<file path="config.mk">
export PLATFORM = sky130hd
export DESIGN_NAME = tuple_fmap_top
export DESIGN_NICKNAME = d
export VERILOG_FILES = /design/src/rtl/tfm_pkg.sv /design/src/rtl/tfm_fork.sv /design/src/rtl/tfm_stage.sv /design/src/rtl/tfm_join.sv /design/src/rtl/tuple_fmap_top.sv
export SDC_FILE = /design/constraint.sdc
export NUM_CORES = 1
export LEC_CHECK = 0
export BUFFER_PORTS_ARGS = -buffer_cell sky130_fd_sc_hd__buf_4
export CAP_MARGIN = 30
export CELL_PAD_IN_SITES_DETAIL_PLACEMENT = 0
export CELL_PAD_IN_SITES_GLOBAL_PLACEMENT = 2
export CORE_ASPECT_RATIO = 0.6
export CORE_MARGIN = 2
export CORE_UTILIZATION = 21
export CTS_CLUSTER_SIZE = 8
export DETAILED_ROUTE_END_ITERATION = 10
export GPL_TIMING_DRIVEN = 1
export PLACE_DENSITY = 0.78
export SYNTH_ARGS = -nofsm -noshare
export SYNTH_HDL_FRONTEND = slang
export SYNTH_SLANG_ARGS = --single-unit
</file>
<file path="constraint.sdc">
create_clock -name clk -period 2.2 [get_ports clk]
set_input_delay 0.11 -clock clk [delete_from_list [all_inputs] [get_ports clk]]
set_output_delay 0.11 -clock clk [all_outputs]
set_load 0.1 [all_outputs]
</file>
<file path="src/rtl/tfm_pkg.sv">
package tfm_pkg;

    localparam int unsigned FIELD_W_DEF = 16;
    localparam int unsigned NUM_BR      = 2;

    typedef enum logic {
        STG_COMB = 1'b0,
        STG_REG  = 1'b1
    } stage_kind_e;

    function automatic logic hs_fire(input logic v, input logic r);
        return v & r;
    endfunction

endpackage

</file>
<file path="src/rtl/tfm_fork.sv">
module tfm_fork #(
    parameter int unsigned NB = tfm_pkg::NUM_BR
) (
    input  logic          clk,
    input  logic          rst,
    input  logic          src_valid,
    output logic          src_ready,
    output logic [NB-1:0] br_valid,
    input  logic [NB-1:0] br_ready
);
    logic [NB-1:0] taken_q;
    logic [NB-1:0] done;
    logic          src_fire;

    always_comb begin
        done      = taken_q | br_ready;
        src_ready = &done;
        src_fire  = tfm_pkg::hs_fire(src_valid, src_ready);
    end

    for (genvar i = 0; i < NB; i++) begin : g_br
        assign br_valid[i] = src_valid & ~taken_q[i];

        always_ff @(posedge clk) begin
            if (rst) begin
                taken_q[i] <= 1'b0;
            end else if (src_fire) begin
                taken_q[i] <= 1'b0;
            end else if (tfm_pkg::hs_fire(br_valid[i], br_ready[i])) begin
                taken_q[i] <= 1'b1;
            end
        end
    end
endmodule

</file>
<file path="src/rtl/tfm_stage.sv">
module tfm_stage #(
    parameter int unsigned          DW   = tfm_pkg::FIELD_W_DEF,
    parameter tfm_pkg::stage_kind_e KIND = tfm_pkg::STG_COMB
) (
    input  logic          clk,
    input  logic          rst,
    input  logic [DW-1:0] i_data,
    input  logic          i_valid,
    output logic          i_ready,
    output logic [DW-1:0] o_data,
    output logic          o_valid,
    input  logic          o_ready
);
    logic [DW-1:0] dbl;

    assign dbl = {i_data[DW-2:0], 1'b0};

    if (KIND == tfm_pkg::STG_REG) begin : g_reg
        logic          full_q;
        logic [DW-1:0] data_q;

        assign i_ready = ~full_q | o_ready;
        assign o_valid = full_q;
        assign o_data  = data_q;

        always_ff @(posedge clk) begin
            if (rst) begin
                full_q <= 1'b0;
                data_q <= '0;
            end else if (tfm_pkg::hs_fire(i_valid, i_ready)) begin
                full_q <= 1'b1;
                data_q <= dbl;
            end else if (tfm_pkg::hs_fire(full_q, o_ready)) begin
                full_q <= 1'b0;
            end
        end
    end else begin : g_comb
        logic unused_clk_rst;
        assign unused_clk_rst = clk ^ rst;
        assign i_ready = o_ready;
        assign o_valid = i_valid;
        assign o_data  = dbl;
    end
endmodule

</file>
<file path="src/rtl/tfm_join.sv">
module tfm_join #(
    parameter int unsigned NB = tfm_pkg::NUM_BR
) (
    input  logic [NB-1:0] br_valid,
    output logic [NB-1:0] br_ready,
    output logic          dst_valid,
    input  logic          dst_ready
);
    assign dst_valid = &br_valid;

    for (genvar i = 0; i < NB; i++) begin : g_rdy
        assign br_ready[i] = tfm_pkg::hs_fire(dst_valid, dst_ready);
    end
endmodule

</file>
<file path="src/rtl/tuple_fmap_top.sv">
module tuple_fmap_top #(
    parameter int unsigned          DW    = tfm_pkg::FIELD_W_DEF,
    parameter tfm_pkg::stage_kind_e KIND0 = tfm_pkg::STG_REG,
    parameter tfm_pkg::stage_kind_e KIND1 = tfm_pkg::STG_COMB
) (
    input  logic            clk,
    input  logic            rst,
    input  logic [2*DW-1:0] in_data,
    input  logic            in_valid,
    output logic            in_ready,
    output logic [2*DW-1:0] out_data,
    output logic            out_valid,
    input  logic            out_ready
);
    localparam int unsigned NB = tfm_pkg::NUM_BR;

    typedef struct packed {
        logic [DW-1:0] f1;
        logic [DW-1:0] f0;
    } rec_t;

    rec_t          in_rec;
    rec_t          out_rec;
    logic [NB-1:0] fk_valid, fk_ready;
    logic [NB-1:0] st_valid, st_ready;
    logic [DW-1:0] st_data [NB];

    assign in_rec   = rec_t'(in_data);
    assign out_data = out_rec;

    tfm_fork #(.NB(NB)) u_fork (
        .clk      (clk),
        .rst      (rst),
        .src_valid(in_valid),
        .src_ready(in_ready),
        .br_valid (fk_valid),
        .br_ready (fk_ready)
    );

    tfm_stage #(.DW(DW), .KIND(KIND0)) u_stage0 (
        .clk    (clk),
        .rst    (rst),
        .i_data (in_rec.f0),
        .i_valid(fk_valid[0]),
        .i_ready(fk_ready[0]),
        .o_data (st_data[0]),
        .o_valid(st_valid[0]),
        .o_ready(st_ready[0])
    );

    tfm_stage #(.DW(DW), .KIND(KIND1)) u_stage1 (
        .clk    (clk),
        .rst    (rst),
        .i_data (in_rec.f1),
        .i_valid(fk_valid[1]),
        .i_ready(fk_ready[1]),
        .o_data (st_data[1]),
        .o_valid(st_valid[1]),
        .o_ready(st_ready[1])
    );

    tfm_join #(.NB(NB)) u_join (
        .br_valid (st_valid),
        .br_ready (st_ready),
        .dst_valid(out_valid),
        .dst_ready(out_ready)
    );

    assign out_rec.f0 = st_data[0];
    assign out_rec.f1 = st_data[1];
endmodule

</file>
## Yosys cells after proc, flatten, opt, wreduce, memory -nomap -nowiden

Index checks and enable logic that the tools add are counted.

| word-level totals | value |
|---|---|
| flip-flop bits (word level) | 18 |
| bits of input ports | 36 |
| output and inout port bits | 34 |
| word-level logic and storage cells | 22 |

| cells by class | value |
|---|---|
| multiplexer cells | 2 |
| bitwise operators | 12 |
| reduce and logical (&&, ||, !) cells | 4 |

Operators by type and width:

| kind | number |
|---|---|
| AND 1 bit | 7 |
| AND reduction 2 bit | 2 |
| inverter 1 bit | 3 |
| two-way mux 1 bit | 2 |
| bitwise OR 2 bit | 1 |
| nonzero test 2 bit | 1 |
| OR reduction 2 bit | 1 |
| bitwise OR 1 bit | 1 |

## Logic depth before layout (Yosys ltp)

| depth | value |
|---|---|
| depth after elaboration | 9 |
| mapped depth | 4 |
| gate-level depth less buffers | 3 |

## Hierarchy

A second synthesis with hierarchy kept.

| unflattened totals | value |
|---|---|
| cells, all modules | 107 |
| area, all modules | 998.5 µm² |

By module, submodules not included:

| module | times used | cells each | area an instance (µm²) | seq. area each (µm²) |
|---|---|---|---|---|
| tfm_stage at u_stage0 | 1 | 74 | 743.2 | 320.3 |
| tfm_stage at u_stage1 | 1 | 19 | 138.9 | 0.0 |
| tfm_fork | 1 | 11 | 96.3 | 40.0 |
| tfm_join | 1 | 3 | 20.0 | 0.0 |

## Worst setup path after synthesis

No wires, ideal clock.

| timing path | value |
|---|---|
| kind | register to output |
| from | register u_stage0.g_reg.full_q (netlist: u_stage0.o_valid) |
| to | output port out_valid |
| arrival | 1720 ps |
| required time | 2090 ps |
| setup slack | 370 ps |
| cell stages (with the launch flop) | 3 |
| path buffers | 0 |
| path through | dfxtp_1 nand2_1 nor2_1 |

| on the way | value |
|---|---|
| longest elaborated chain between the ends | 1 |

RTL lines:

| item | line | text |
|---|---|---|
| start, declared | tfm_stage.sv:19 | `logic full_q;` |
| start signal, assigned | tfm_stage.sv:28 | `full_q <= 1'b0;` |
| start signal, assigned | tfm_stage.sv:31 | `full_q <= 1'b1;` |
| start signal, assigned | tfm_stage.sv:34 | `full_q <= 1'b0;` |
| AND reduction 2 bit | tfm_join.sv:9 | `assign dst_valid = &br_valid;` |
| end, declared | tuple_fmap_top.sv:12 | `output logic out_valid,` |

No other way between the ends.

## Final worst setup path

| timing path | value |
|---|---|
| from | register u_stage0.g_reg.full_q (netlist: u_stage0.o_valid) |
| to | output port in_ready |

| on the way | value |
|---|---|
| longest elaborated chain between the ends | 5 |
| elaborated cells between the ends (all ways) | 6 |
| those cells by class | bitwise: 4; reduce/logical: 2 |

RTL lines:

| item | line | text |
|---|---|---|
| AND reduction 2 bit | tfm_join.sv:9 |  |
| AND 1 bit | tfm_pkg.sv:12 | `return v & r;` |
| bitwise OR 1 bit | tfm_stage.sv:22 | `assign i_ready = ~full_q \| o_ready;` |
| bitwise OR 2 bit * | tfm_fork.sv:16 | `done = taken_q \| br_ready;` |
| AND reduction 2 bit * | tfm_fork.sv:17 | `src_ready = &done;` |
| end, declared | tuple_fmap_top.sv:10 | `output logic in_ready,` |

Mark *: on every way between the ends. The rest lies on a longest branch, timed or not.

==> results.md <==
- Setup total negative slack: 0 ns
- CTS sink count: 18
- CP Max Fanout: 5
- Row count: 18
- Deepest clock path buffer count: 2
- Total of max-cap violations: 0
- Core ar.: about 4100 µm²
- Cell area after synthesis: roughly 910 µm²
- Worst Skew: approximately 0.0011 ns
- Data required, critical path: between 2 and 2.5 ns
- Layout cells sized above 1: 34.43%
- Die outline height: 55.05 µm
- Crit start category: flip-flop
- Max Slew Vio Count: 0
- Pwr Density: roughly 810 nW/µm²
- Area growth, synth to finish: 24.55%
- Final Util: 27.42%
- Clk slew on worst S/H paths: ~0.070 ns
- CP max stage cell: dfxtp_1
- Post-route DRC: 0
- Yosys warns: 0
- Minimum clock period: between 1.5 and 2 ns
- Number of diodes: 0
- WP data arrival: roughly 1.4 ns
- Routed Antenna Nets: 0
- DRT Wirelength: approximately 1.8 mm
- Final hold viol count: 0
- Crit path top cell by count: nand2_1
- Pin count of the biggest net entering global routing: 33
- Crit-path cells: nand2_1 > or2_0 > nand2_1 > buf_4
- Placer Congestion: about 0.6
- Total CTS buffers: 3
- Post-CTS Resized: 0
- Starting Density: approximately 22%
- Largest stage delay, worst path: between 0.4 and 0.5 ns
- Clk root buf: clkbuf_8
- Post-CTS Setup Repair Bufs: 0
- IO Port Bufs: 35
- Crit. End Element: output port
- Hold-fix buffers, CTS: 0
- Kind of critical path: reg -> out
- Worst slack, placed: between 0.7 and 0.8 ns
- Initial antenna violation count: 0
- Maximum vdd drop: 0.2530 mV
- Die Wd: just under 90 µm
- Post-Synth Simple-Gate Area: 21.54%
- Crit share post-route: roughly two thirds
- Congestion Overflow GR: 0
- Max Clk Rate: 0.6622 GHz
- Relative slew slack: about two fifths
- Final Cell Area: 1136 µm²
- Adder-Cell Fraction of Synth Area: 0%
- Post-Synth XOR/XNOR Area: 0%
- I/O pins: 70
- Wire per inst: approximately 10 µm
- Status: completed
- Worst Tran Pin Value: a little over 0.9 ns
- Bufs and invs on worst path: 1
- Initial DRC count: 6
- Vias in the first global route: 646
- Skew-Pair Late Insertion Delay: about 0.25 ns
- Post-synth cell types: 18
- Crit path max-delay family: flip-flops
- CTS tree: done
- Yosys reg bits: 18
- CTS HTree Levels: 1
- Setup WS post-layout: just under 0.7 ns
- Final setup viols: 0
- Placed instance area: 1095 µm²
- Overall global routing resource usage: 7.918%
- Die ar.: 4904 µm²
- Sequential fraction of the synthesis area: roughly two fifths
- Average size of a mapped cell: 8.770 µm²
- Mapped Cells: roughly 100
- First drt pass iteration count: 2
- Synth Area in Compound Gates: 4.252%
- Number of nets at the end of the flow: 160
- Vias per cell: approximately 3.7
- Leak: approximately 0.53 nW
- Kind of path behind the tightest hold check: in -> reg
- DR vias: between 600 and 700
- First-pass GRT wire length: about 2.9 mm
- Post-synthesis mux area share: ~16%
- RSZ-0062 raised after global routing: false
- Placed wire-length estimate: approximately 1.3 mm
- Main combinational cell family by area after synthesis: simple AND/OR/NAND/NOR gates
==> kinds of logic after synthesis <==
logic type,count (synthesis)
multiplexers,15
AND/OR/NAND/NOR,44
buffers and inverters,22
other,1
AO/OA/AOI/OAI,4
flip-flops,18
==> power by group <==
| part | total [mW] | internal, mW | switching (mW) |
|---|---|---|---|
| Combinational | 0.323 | 0.0836 | 0.240 |
| Clock | 0.227 | 0.121 | 0.106 |
| Sequential | 0.368 | 0.351 | 0.0161 |
==> worst reg2reg max path: stages, from the launching register on <==
cell,delay [ns]
dfxtp_1,0.35
nand2b_4,0.17
a21oi_4,0.58
mux2i_1,0.26
==> flip-flops by register name, indices dropped and copies added (netlist names) <==
name	cells
u_fork.taken_q	2
u_stage0.o_data	15
u_stage0.o_valid	1
==> synthesized netlist by cell type <==
| cell type | count | area, µm² |
|---|---|---|
| inv_1 | 1 | 3.750 |
| nand2b_4 | 1 | 13.76 |
| a22o_1 | 1 | 8.760 |
| nand2_1 | 34 | 127.6 |
| a21oi_4 | 1 | 16.27 |
| a21o_2 | 1 | 8.760 |
| nor2b_1 | 1 | 6.260 |
| conb_1 | 1 | 3.750 |
| dfxtp_1 | 18 | 360.4 |
| buf_12 | 1 | 20.02 |
| nand2b_1 | 5 | 31.28 |
| mux2i_1 | 15 | 150.1 |
| clkbuf_1 | 3 | 11.26 |
| or2_0 | 1 | 6.260 |
| buf_4 | 17 | 127.6 |
| nor2_1 | 1 | 3.750 |
| a21oi_1 | 1 | 5.000 |
| and3_2 | 1 | 7.510 |
==> cell usage in the layout (no fill, tap or decap) <==
cell type / synthesis / routed
nand2b_4: 1 / 1
mux2i_1: 15 / 15
dfxtp_1: 18 / 18
clkbuf_8: 0 / 3
a22o_1: 1 / 1
and3_2: 1 / 1
a21oi_4: 1 / 1
nor2b_1: 1 / 1
conb_1: 1 / 2
a21o_2: 1 / 1
nor2_1: 1 / 1
a21oi_1: 1 / 1
or2_0: 1 / 1
nand2b_1: 5 / 5
inv_1: 1 / 1
nand2_1: 34 / 34
buf_4: 17 / 35
==> worst paths after layout <==
check | slack (ns) | from | cells past startpoint | end
setup reg to reg | 0.78 | u_fork.taken_q[1]$_SDFFE_PP0P_ | 3 | u_stage0.o_data[10]$_SDFFE_PP0P_
setup / recovery | 0.69 | u_stage0.o_valid$_SDFFE_PP0P_ | 4 | in_ready
hold reg to reg | 0.46 | u_stage0.o_data[8]$_SDFFE_PP0P_ | 2 | u_stage0.o_data[8]$_SDFFE_PP0P_
hold / removal | 0.04 | rst | 2 | u_fork.taken_q[0]$_SDFFE_PP0P_
==> metrics by stage <==
stage | std cells | total power, mW | hold WS [ns]
after floorplan | 105 | 0.7626 | 0.1791
after global placement | 179 | 0.6951 | 0.2207
after detailed placement | 179 | 0.7007 | 0.2207
after CTS | 182 | 0.9412 | 0.02780
after global routing | 182 | 0.9639 | 0.03360
final | 182 | 0.9184 | 0.03936
==> routing by layer <==
| layer | global-route usage (%) | up-vias | routed length, µm |
|---|---|---|---|
| li1 | - | 344 | - |
| met1 | 8.208 | 304 | 851 |
| met2 | 13.21 | 27 | 828 |
| met3 | 3.561 | 6 | 147 |
| met4 | 5.473 | 0 | 19 |
| met5 | 0 | - | 0 |
==> layout make-up <==
cell class	count	area (µm²)
fill	476	3008
multi-input combinational	65	392.9
sequential	18	360.3
timing repair buffer	35	262.8
tap	60	75.07
clock buffer	3	41.29
inverter	1	3.754
(Power assumes the default switching activity.)
